[config.mk]
export PLATFORM = sky130hd
export DESIGN_NAME = mbx_host_mcu
export DESIGN_NICKNAME = d
export VERILOG_FILES = /design/src/rtl/mbx_pkg.sv /design/src/rtl/mbx_host_regs.sv /design/src/rtl/mbx_doorbell.sv /design/src/rtl/mbx_capture.sv /design/src/rtl/mbx_host_mcu.sv
export SDC_FILE = /design/constraint.sdc
export NUM_CORES = 1
export LEC_CHECK = 0
export BUFFER_PORTS_ARGS = -buffer_cell sky130_fd_sc_hd__buf_2
export CAP_MARGIN = 25
export CORE_MARGIN = 4
export CORE_UTILIZATION = 35
export DETAILED_ROUTE_END_ITERATION = 16
export PLACE_DENSITY = 0.6
export SYNTH_ARGS = -nofsm -noshare
export SYNTH_HDL_FRONTEND = slang
export SYNTH_SLANG_ARGS = --single-unit
[constraint.sdc]
create_clock -name clk -period 3.8 [get_ports clk]
set_input_delay 0.38 -clock clk [delete_from_list [all_inputs] [get_ports clk]]
set_output_delay 0.38 -clock clk [all_outputs]
set_load 0.01 [all_outputs]
[src/rtl/mbx_pkg.sv]
package mbx_pkg;
  localparam int ADDR_W = 2;
  localparam int BYTE_W = 8;
  localparam int CMD_BYTES = 3;
  localparam int CMD_W = BYTE_W * CMD_BYTES;

  localparam logic [ADDR_W-1:0] RA_CMD  = 2'd0;
  localparam logic [ADDR_W-1:0] RA_DATA = 2'd1;
  localparam logic [ADDR_W-1:0] RA_CTRL = 2'd2;

  localparam int CTRL_BELL_BIT = 0;
  localparam int CTRL_OVR_BIT  = 1;

  localparam logic [BYTE_W-1:0] OPC_LEVEL = 8'h65;
  localparam logic [BYTE_W-1:0] OPC_PIPE  = 8'h66;
  localparam logic [BYTE_W-1:0] OPC_BLITE = 8'h67;
  localparam logic [BYTE_W-1:0] LEVEL_OFF = 8'hFF;

  typedef struct packed {
    logic [BYTE_W-1:0] arg2;
    logic [BYTE_W-1:0] arg1;
    logic [BYTE_W-1:0] opcode;
  } mbx_cmd_t;
endpackage

[src/rtl/mbx_host_regs.sv]
module mbx_host_regs
  import mbx_pkg::*;
#(
  parameter int DATA_W = 32
) (
  input  logic                 clk,
  input  logic                 rst,
  input  logic                 wr,
  input  logic [ADDR_W-1:0]    addr,
  input  logic [DATA_W-1:0]    wdata,
  input  logic                 frozen,
  output mbx_cmd_t             cmd_q,
  output logic [DATA_W-1:0]    data_q
);
  logic [CMD_BYTES-1:0][BYTE_W-1:0] lanes;
  logic cmd_we;
  logic data_we;

  assign cmd_we  = wr && !frozen && (addr == RA_CMD);
  assign data_we = wr && !frozen && (addr == RA_DATA);

  for (genvar b = 0; b < CMD_BYTES; b++) begin : g_lane
    always_ff @(posedge clk) begin
      if (rst) begin
        lanes[b] <= '0;
      end else if (cmd_we) begin
        lanes[b] <= wdata[b*BYTE_W +: BYTE_W];
      end
    end
  end

  always_ff @(posedge clk) begin
    if (rst) begin
      data_q <= '0;
    end else if (data_we) begin
      data_q <= wdata;
    end
  end

  assign cmd_q = mbx_cmd_t'(lanes);
endmodule

[src/rtl/mbx_doorbell.sv]
module mbx_doorbell (
  input  logic clk,
  input  logic rst,
  input  logic ring_req,
  input  logic ovr_clr,
  input  logic ack,
  output logic launch,
  output logic bell_q,
  output logic fire_q,
  output logic ovr_q
);
  logic ovr_set;

  assign launch  = ring_req && !bell_q;
  assign ovr_set = ring_req && bell_q;

  always_ff @(posedge clk) begin
    if (rst) begin
      bell_q <= 1'b0;
      fire_q <= 1'b0;
      ovr_q  <= 1'b0;
    end else begin
      fire_q <= launch;
      if (launch) begin
        bell_q <= 1'b1;
      end else if (ack) begin
        bell_q <= 1'b0;
      end
      if (ovr_set) begin
        ovr_q <= 1'b1;
      end else if (ovr_clr) begin
        ovr_q <= 1'b0;
      end
    end
  end
endmodule

[src/rtl/mbx_capture.sv]
module mbx_capture
  import mbx_pkg::*;
#(
  parameter int DATA_W = 32
) (
  input  logic               clk,
  input  logic               rst,
  input  logic               launch,
  input  mbx_cmd_t           cmd_in,
  input  logic [DATA_W-1:0]  data_in,
  output mbx_cmd_t           cmd_out,
  output logic [DATA_W-1:0]  data_out,
  output logic               is_level,
  output logic               is_pipe,
  output logic               is_blite,
  output logic               dim_off
);
  logic d_level;
  logic d_pipe;
  logic d_blite;
  logic d_off;

  always_comb begin
    d_level = (cmd_in.opcode == OPC_LEVEL);
    d_pipe  = (cmd_in.opcode == OPC_PIPE);
    d_blite = (cmd_in.opcode == OPC_BLITE);
    d_off   = d_level && (cmd_in.arg2 == LEVEL_OFF);
  end

  always_ff @(posedge clk) begin
    if (rst) begin
      cmd_out  <= '0;
      data_out <= '0;
      is_level <= 1'b0;
      is_pipe  <= 1'b0;
      is_blite <= 1'b0;
      dim_off  <= 1'b0;
    end else if (launch) begin
      cmd_out  <= cmd_in;
      data_out <= data_in;
      is_level <= d_level;
      is_pipe  <= d_pipe;
      is_blite <= d_blite;
      dim_off  <= d_off;
    end
  end
endmodule

[src/rtl/mbx_host_mcu.sv]
module mbx_host_mcu
  import mbx_pkg::*;
#(
  parameter int DATA_W = 32
) (
  input  logic               clk,
  input  logic               rst,
  input  logic               host_wr,
  input  logic               host_rd,
  input  logic [1:0]         host_addr,
  input  logic [DATA_W-1:0]  host_wdata,
  output logic [DATA_W-1:0]  host_rdata,
  input  logic               mc_ack,
  output logic               mc_cmd_valid,
  output logic               mc_pending,
  output logic [7:0]         mc_opcode,
  output logic [7:0]         mc_arg1,
  output logic [7:0]         mc_arg2,
  output logic [DATA_W-1:0]  mc_data,
  output logic               mc_is_level,
  output logic               mc_is_pipe,
  output logic               mc_is_blite,
  output logic               mc_dim_off
);
  localparam int PAD_W = DATA_W - CMD_W;

  mbx_cmd_t          cmd_sh;
  logic [DATA_W-1:0] data_sh;
  mbx_cmd_t          cmd_cap;
  logic              bell;
  logic              ovr;
  logic              launch;
  logic              ctrl_wr;
  logic [DATA_W-1:0] rd_mux;

  assign ctrl_wr = host_wr && (host_addr == RA_CTRL);

  mbx_host_regs #(.DATA_W(DATA_W)) regs_i (
    .clk    (clk),
    .rst    (rst),
    .wr     (host_wr),
    .addr   (host_addr),
    .wdata  (host_wdata),
    .frozen (bell),
    .cmd_q  (cmd_sh),
    .data_q (data_sh)
  );

  mbx_doorbell bell_i (
    .clk      (clk),
    .rst      (rst),
    .ring_req (ctrl_wr && host_wdata[CTRL_BELL_BIT]),
    .ovr_clr  (ctrl_wr && host_wdata[CTRL_OVR_BIT]),
    .ack      (mc_ack),
    .launch   (launch),
    .bell_q   (bell),
    .fire_q   (mc_cmd_valid),
    .ovr_q    (ovr)
  );

  mbx_capture #(.DATA_W(DATA_W)) cap_i (
    .clk      (clk),
    .rst      (rst),
    .launch   (launch),
    .cmd_in   (cmd_sh),
    .data_in  (data_sh),
    .cmd_out  (cmd_cap),
    .data_out (mc_data),
    .is_level (mc_is_level),
    .is_pipe  (mc_is_pipe),
    .is_blite (mc_is_blite),
    .dim_off  (mc_dim_off)
  );

  always_comb begin
    rd_mux = '0;
    case (host_addr)
      RA_CMD:  rd_mux = {{PAD_W{1'b0}}, cmd_sh};
      RA_DATA: rd_mux = data_sh;
      RA_CTRL: begin
        rd_mux[CTRL_BELL_BIT] = bell;
        rd_mux[CTRL_OVR_BIT]  = ovr;
      end
      default: rd_mux = '0;
    endcase
  end

  always_ff @(posedge clk) begin
    if (rst) begin
      host_rdata <= '0;
    end else if (host_rd) begin
      host_rdata <= rd_mux;
    end
  end

  assign mc_pending = bell;
  assign mc_opcode  = cmd_cap.opcode;
  assign mc_arg1    = cmd_cap.arg1;
  assign mc_arg2    = cmd_cap.arg2;
endmodule

; Word-level counts from Yosys, hierarchy flattened
; Index checks and enable logic that the tools add are counted.
[word_totals]
ff_bits = 151
inputBits = 39
elab_cells = 41
[classes]
eq_ne = 6
n_mux = 6
n_reduce_logical = 13
[op_table]
columns = cell, count
row1 = $pmux W30 S2, 1
row2 = $eq A8 B7 Y1 const B, 3
row3 = $logic_and A1 B1 Y1, 9
row4 = $eq A8 B8 Y1 const B, 1
row5 = $pmux W2 S3, 1
row6 = $mux W1, 4
row7 = $reduce_bool A2 Y1, 2
row8 = $eq A2 B1 Y1 const B, 1
row9 = $eq A2 B2 Y1 const B, 1
row10 = $logic_not A2 Y1, 1
row11 = $logic_not A1 Y1, 1

; Longest topological paths before layout
; Gate-level depths: netlist (run 1).
[depth]
depth_word = 5
ltp_mapped = 6

; By module
; Synthesis (run 1) repeated with hierarchy kept, for this count alone.
[unflattened]
hier_cells = 581
hier_area_um2 = 5968.2
[by_module_without_submodules]
columns = mod, n_inst, cells_each, area_per_inst_um2
row1 = mbx_host_regs, 1, 219, 2381.0
row2 = mbx_capture, 1, 203, 2142.1
row3 = mbx_host_mcu, 1, 149, 1346.3
row4 = mbx_doorbell, 1, 10, 98.8

; Worst setup path before layout (run 1)
; Ideal clock, no wire load.
[synth_path]
kind = input to register
startpoint = input port host_addr[0]
endpoint = register regs_i.lanes, in the netlist regs_i.cmd_q[18]
setup_time_ps = 134
t_arrival_ps = 1256
required_ps = 3666
slack_ps = 2410
stages = 5
n_path_buf = 2
path_cell_list = or4b_1 -> buf_2 -> buf_6 -> nand2_1 -> a21oi_1
[synth_via]
elab_chain_cells = 2
[synth_rtl]
columns = element, line
row1 = "start, declared", mbx_host_mcu.sv:10  ; input logic [1:0] host_addr,
row2 = $logic_not A2 Y1, mbx_host_regs.sv:19  ; assign cmd_we = wr && !frozen && (addr == RA_CMD);
row3 = $logic_and A1 B1 Y1, mbx_host_regs.sv:19
row4 = "end signal, assigned by index", mbx_host_regs.sv:27  ; lanes[b] <= wdata[b*BYTE_W +: BYTE_W];
row5 = "end, declared", mbx_host_regs.sv:15  ; logic [CMD_BYTES-1:0][BYTE_W-1:0] lanes;
; No other way between the ends.
; A chain may end at the register's enable or synchronous reset.

; Final worst setup path (run 1)
[layout_path]
startpoint = register bell_i.bell_q
endpoint = output port mc_pending
[layout_lines]
columns = element, line
row1 = "start, declared", mbx_doorbell.sv:8  ; output logic bell_q,
row2 = "start signal, assigned", mbx_doorbell.sv:19  ; bell_q <= 1'b0;
row3 = "start signal, assigned", mbx_doorbell.sv:25  ; bell_q <= 1'b1;
row4 = "start signal, assigned", mbx_doorbell.sv:27  ; bell_q <= 1'b0;
row5 = "end, declared", mbx_host_mcu.sv:15  ; output logic mc_pending,
; No word-level cell between the ends.

==> impl_metrics.tcl, run 1 <==
set metrics [dict create \
    grt_pass1_vias 5144 \
    clockBufferDepth 2 \
    holdBufCountCts 0 \
    cts_buffers 17 \
    drt-initial-drc-count 240 \
    cts_resized 0 \
    cts_setup_buffers 0 \
    root_buffer "clkbuf_16" \
    maxSlewViolCount 0 \
    worstReg2RegStart "bell_i.bell_q" \
    vias 5256 \
    required_ns 3.42 \
    syn-cell-area_sq_mm 0.00594 \
    cts.clk_slew.worst_paths_ns 0.06 \
    core_region_area_sq_mm 0.0166 \
    drcViolationCount 0 \
    endpoint_kind "primary output" \
    hold_violations 0 \
    area_growth_pct 23.6 \
    rsz0062_at_grt "false" \
    synth_ff_type "dfxtp_1" \
    p_leak_nw 2.89 \
    synth_cell_types 32 \
    max_slew.worst_pin.slew_ns 0.928 \
    cts_sinks 151 \
    synth_edf_count 0 \
    min_period_over_period_pct 60.4 \
    dpl_worst_slack_ns 1.34 \
    hp-class "in2reg" \
    dieArea_sq_mm 0.0191 \
    hold_path.startpoint "host_wdata[15]" \
    antenna_found_initial 0 \
    crit_arrival_ns 1.92 \
    synth-seq-cells 151 \
    drive_above_1_share_pct 25.2 \
    critPathMaxFanout 42 \
    gp_congestion 0.730 \
    post_drt_wl_per_cell_um 16.5 \
    power.density_mw_per_mm2 497 \
    port-buffer-count 132 \
    grt_pass1_wl_mm 27.6 \
    syn_area_per_cell_sq_um 8.37 \
    drt_wl_total_mm 17.1 \
    layout_common_cells "dfxtp_1, a21oi_1, buf_2, nand2_1, nand3_1" \
    syn_nets 749 \
    setup_ws_ns 1.50 \
    cts_tree "yes" \
    start_util_pct 35.8 \
    max_freq_mhz 435 \
    synth.area.top_cells "dfxtp_1, a21oi_1, nand2_1" \
    viasPerCell 5.07 \
    grt_start_max_net_pins 78 \
    fin_nets 843 \
    postSynthCellCount 710 \
    grt_overflow 0 \
    skew_ns 0.00650 \
    drv_cap 0 \
    yosysWarnings 0 \
    startpoint "bell_i.bell_q" \
    cp-start-kind "flip-flop" \
    status "finished clean" \
    yosys.area.top_type_share_pct 50.9 \
    setup_tns_ns 0 \
    final_common_cell "dfxtp_1" \
    h-tree-depth 4 \
    synth_area_leader_cell "dfxtp_1" \
    dieHeight_um 138 \
    ys_seq_area_share_pct 50.9 \
    grt_use_total_pct 17.7 \
    clock_latency_ns 0.42 \
    io-pin-count 133 \
    relSlewSlack_pct 38.1 \
    fin_crit_ns 2.30 \
    hpwlAfterDp_mm 10.6 \
    ys_async_sr_fraction_pct 0 \
    critPathKind "reg2out" \
    num-fill-cells 1679 \
    drt_first_pass_iters 7 \
    ant_nets 0 \
    rows 47 \
    vdd_drop_max_v 0.000321 \
    fp.dieW_um 138 \
    setup_viol 0 \
]
-- layout make-up --
| class | instances | area (sq um) | share of cell area, % |
|---|---|---|---|
| multi-input combinational | 491 | 2610 | 35.5 |
| inverter | 1 | 3.75 | 0.0511 |
| antenna | 1 | 2.50 | 0.0341 |
| clock buffer | 18 | 429 | 5.85 |
| timing repair buffer | 142 | 796 | 10.8 |
| sequential | 151 | 3020 | 41.2 |
| tap | 220 | 275 | 3.75 |
| clock inverter | 13 | 204 | 2.78 |
-- layer usage --
metal	routed length (um)	up-vias	share of wire, %	GRT usage, %
met5	0	-	0	0
met4	235	0	1.4	5.56
met3	1020	21	6.0	4.77
met2	7600	133	44	27.1
met1	8220	2476	48	24.3
li1	-	2626	-	-
-- state kept, by name (all words and copies together), names as in the netlist --
name and flops:
bell_i.bell_q 1, bell_i.fire_q 1, bell_i.ovr_q 1, cap_i.cmd_out 24
cap_i.data_out 32, cap_i.dim_off 1, cap_i.is_blite 1, cap_i.is_level 1
cap_i.is_pipe 1, host_rdata 32, regs_i.cmd_q 24, regs_i.data_q 32
-- final timing paths --
path	to	depth (start not counted)	slack [ns]
max	mc_pending	2	1.50
min	regs_i.data_q[15]	3	0.20
max reg2reg	regs_i.cmd_q[1]	3	1.69
min reg2reg	host_rdata[26]	2	0.46
-- cell usage after synthesis, types with 2 or more instances --
cell type  number
dfxtp_1       151
o21ai_0        59
a311oi_1        2
and4b_1         3
nand2b_1        9
mux2_2         23
nand2_1       114
buf_2          16
buf_4           4
or2_2           2
nand3_1        64
buf_6           6
clkbuf_1       40
nor2_1         27
mux2i_1         2
nand4_1         5
a21oi_1       145
nor2b_1        24
-- cells by family (layout without fill, tap and decap cells) --
| group | count (synthesis) | after routing | share of synthesized area (%) |
|---|---|---|---|
| other cells | 0 | 1 | 0 |
| compound gates | 209 | 209 | 17.9 |
| simple gates | 257 | 257 | 20.9 |
| flops | 151 | 151 | 50.9 |
| mux | 25 | 25 | 4.70 |
| buf+inv | 68 | 174 | 5.64 |
-- per-stage QoR --
step / std cells / power, mW / util (%) / area, sq um / hold slack (ns)
5_1_grt: 1036 / 3.76 / 44.3 / 7340 / 0.185
3_5_place_dp: 1003 / 1.85 / 40.2 / 6660 / 0.459
4_1_cts: 1034 / 3.68 / 44.0 / 7290 / 0.179
3_3_place_gp: 1002 / 1.85 / 40.0 / 6640 / 0.455
2_1_floorplan: 710 / 1.78 / - / 5940 / 0.446
6_report: 1037 / 3.65 / 44.3 / 7340 / 0.200
-- worst max-delay path, cell delays in order, from the launching register on --
cell	delay, ns
dfxtp_2	0.88
buf_4	0.42
buf_2	0.20
-- power by group --
part	total (mW)	internal [mW]	switching, mW
registers	1.63	1.61	0.0243
logic	0.187	0.0650	0.122
clock network	1.82	1.16	0.666
total	3.65	2.83	0.812
(Power assumes the default switching activity.)
==> inputs of run 2 (changes only) <==
--- a/config.mk
+++ b/config.mk
@@ -5,6 +5,7 @@
 export SDC_FILE = /design/constraint.sdc
 export NUM_CORES = 1
 export LEC_CHECK = 0
+export ABC_AREA = 1
 export BUFFER_PORTS_ARGS = -buffer_cell sky130_fd_sc_hd__buf_2
 export CAP_MARGIN = 25
 export CORE_MARGIN = 4
==> constraint.sdc (replaced) <==
create_clock -name clk -period 2.3 [get_ports clk]
set_input_delay 0.23 -clock clk [delete_from_list [all_inputs] [get_ports clk]]
set_output_delay 0.23 -clock clk [all_outputs]
set_load 0.01 [all_outputs]
==> impl_metrics.tcl, run 2 <==
set metrics [dict create \
    synth_edf_count 0 \
    max_freq_mhz 627 \
    synth_cell_types 17 \
    ant_nets 0 \
    dpl_worst_slack_ns 0.614 \
    fp.dieW_um 134 \
    max_slew.worst_pin.slew_ns 0.774 \
    reg_top3 "cap_i.data_out: 32 flops, host_rdata: 32 flops, regs_i.data_q: 32 flops" \
    h-tree-depth 4 \
    ys_seq_area_share_pct 54.2 \
    synth_compound_area_share_pct 16.0 \
    cts_setup_buffers 0 \
    gp_congestion 0.781 \
    synth-seq-cells 151 \
    yosys.area.top_type_share_pct 54.2 \
    postSynthCellCount 747 \
    drcViolationCount 0 \
    worstReg2RegStart "bell_i.bell_q" \
    relSlewSlack_pct 48.4 \
    grt_pass1_wl_mm 24.9 \
    synth_commonest_cells "nor2_1, dfxtp_1, o21ai_0, nand2_1, inv_1" \
    drt-initial-drc-count 270 \
    viasPerCell 4.63 \
    synth_xor_area_share_pct 0 \
    setup_tns_ns 0 \
    dieArea_sq_mm 0.0180 \
    cts_tree "yes" \
    cp-start-kind "flip-flop" \
    hpwlAfterDp_mm 9.92 \
    synth_adder_area_share_pct 0 \
    synthMuxAreaShare_pct 0 \
    hold_violations 0 \
    critPathMaxFanout 20 \
    diodes 0 \
    synth.most_common_cell "nor2_1" \
    setup_viol 0 \
    fin_crit_ns 1.60 \
    multi_input_area_sq_mm 0.00220 \
    synth_top_family_by_area "simple AND/OR/NAND/NOR gates" \
    cts.clk_slew.worst_paths_ns 0.06 \
    syn-cell-area_sq_mm 0.00558 \
    synth_area_leader_cell "dfxtp_1" \
    root_buffer "clkbuf_16" \
    num-fill-cells 1624 \
    syn_nets 786 \
    rows 45 \
    skew_ns 0.00693 \
    yosys.area_share.simple_pct 23.3 \
    grt_overflow 0 \
    drive_above_1_share_pct 21.1 \
    min_period_over_period_pct 69.4 \
    grt_start_max_net_pins 61 \
    synth_ff_type "dfxtp_1" \
    crit_arrival_ns 1.94 \
    ys_async_sr_fraction_pct 0 \
    cts_resized 0 \
    clockBufferDepth 2 \
    io-pin-count 133 \
    holdBufCountCts 0 \
    drv_cap 0 \
    r2r_slack_ns 0.70 \
    grt_use_total_pct 17.4 \
    rsz0062_at_grt "false" \
    final_common_cell "nor2_1" \
    required_ns 2.65 \
    dieHeight_um 134 \
    p_total_mw 6.30 \
    yosysWarnings 0 \
    vias 5018 \
    endpoint_kind "flip-flop" \
    hold_path.startpoint "host_wdata[24]" \
    drt_wl_total_mm 15.5 \
    vdd_drop_max_v 0.000493 \
    p_leak_nw 3.44 \
    area_growth_pct 27.4 \
    startpoint "bell_i.bell_q" \
    cts_buffers 17 \
    status "finished clean" \
    fin_nets 899 \
    port-buffer-count 132 \
    cts_sinks 151 \
    maxSlewViolCount 0 \
    setup_ws_ns 0.704 \
    start_util_pct 36.2 \
    hp-class "in2reg" \
    antenna_found_initial 0 \
    synth.area.top_cells "dfxtp_1, nor2_1, o21ai_0" \
    critPathKind "reg2reg" \
    post_drt_wl_per_cell_um 14.3 \
    layout.area.seq_sq_mm 0.00302 \
    power.density_mw_per_mm2 887 \
    layout_common_cells "nor2_1, dfxtp_1, buf_2, o21ai_0, nand2_1" \
    drt_first_pass_iters 4 \
    clock_latency_ns 0.42 \
    core_region_area_sq_mm 0.0154 \
    syn_area_per_cell_sq_um 7.47 \
    grt_pass1_vias 4708 \
]
run 2: cell count changes after synthesis, sizes merged, moves of 9 or more:
cell / delta
a21oi: -123
buf: -12
inv: +41
mux2: -23
nand2: -38
nand2b: -9
nand3: -38
nor2: +202
nor2b: -24
o211ai: +18
o21ai: +69
run 2: final timing paths:
check                       to  cells after the start
min          regs_i.data_q[24]                      3
max reg2reg    regs_i.cmd_q[1]                      5
max            regs_i.cmd_q[1]                      5
min reg2reg      host_rdata[0]                      2
run 2: layer usage:
layer  track usage (%)  share of wire [%]
met5                 0                  0
met4              6.45                1.5
met3              4.50                5.8
met2              25.7                 44
met1              24.5                 49
run 2: where the power goes:
part / switching [mW] / internal, mW
sequential: 0.0732 / 2.73
clock: 1.11 / 1.93
combinational: 0.291 / 0.173
run 2: cells by family (layout without fill, tap and decap cells):
kind of cell	after synthesis	after routing
AND/OR/NAND/NOR	334	334
flip-flops	151	151
AO/OA/AOI/OAI	169	169
buffers and inverters	93	219
run 2: metrics by stage:
step                      utilization [%]  cell area [sq um]  cells  hold WS (ns)
after global routing                 46.1               7110   1084        0.0733
after detailed placement             41.9               6460   1052         0.455
after global placement               41.7               6440   1051         0.451
after floorplan                         -               5580    747         0.314
final                                46.1               7110   1084        0.0646
after CTS                            46.1               7110   1084        0.0471
run 2: cell type report:
type | instances | share of cell area, %
clock inverters | 11 | 2.39
clock buffers | 21 | 6.76
multi-input cells | 503 | 31.0
well taps | 211 | 3.71
repair buffers | 145 | 11.4
inverters | 42 | 2.24
flip-flops and latches | 151 | 42.5
run 2: critical path, cell delays in order, from the launching register on:
cell     delay (ns)
dfxtp_1        0.37
nor2_1         0.17
nand2_1        0.11
inv_1          0.58
o21ai_0        0.16
a21oi_1        0.13
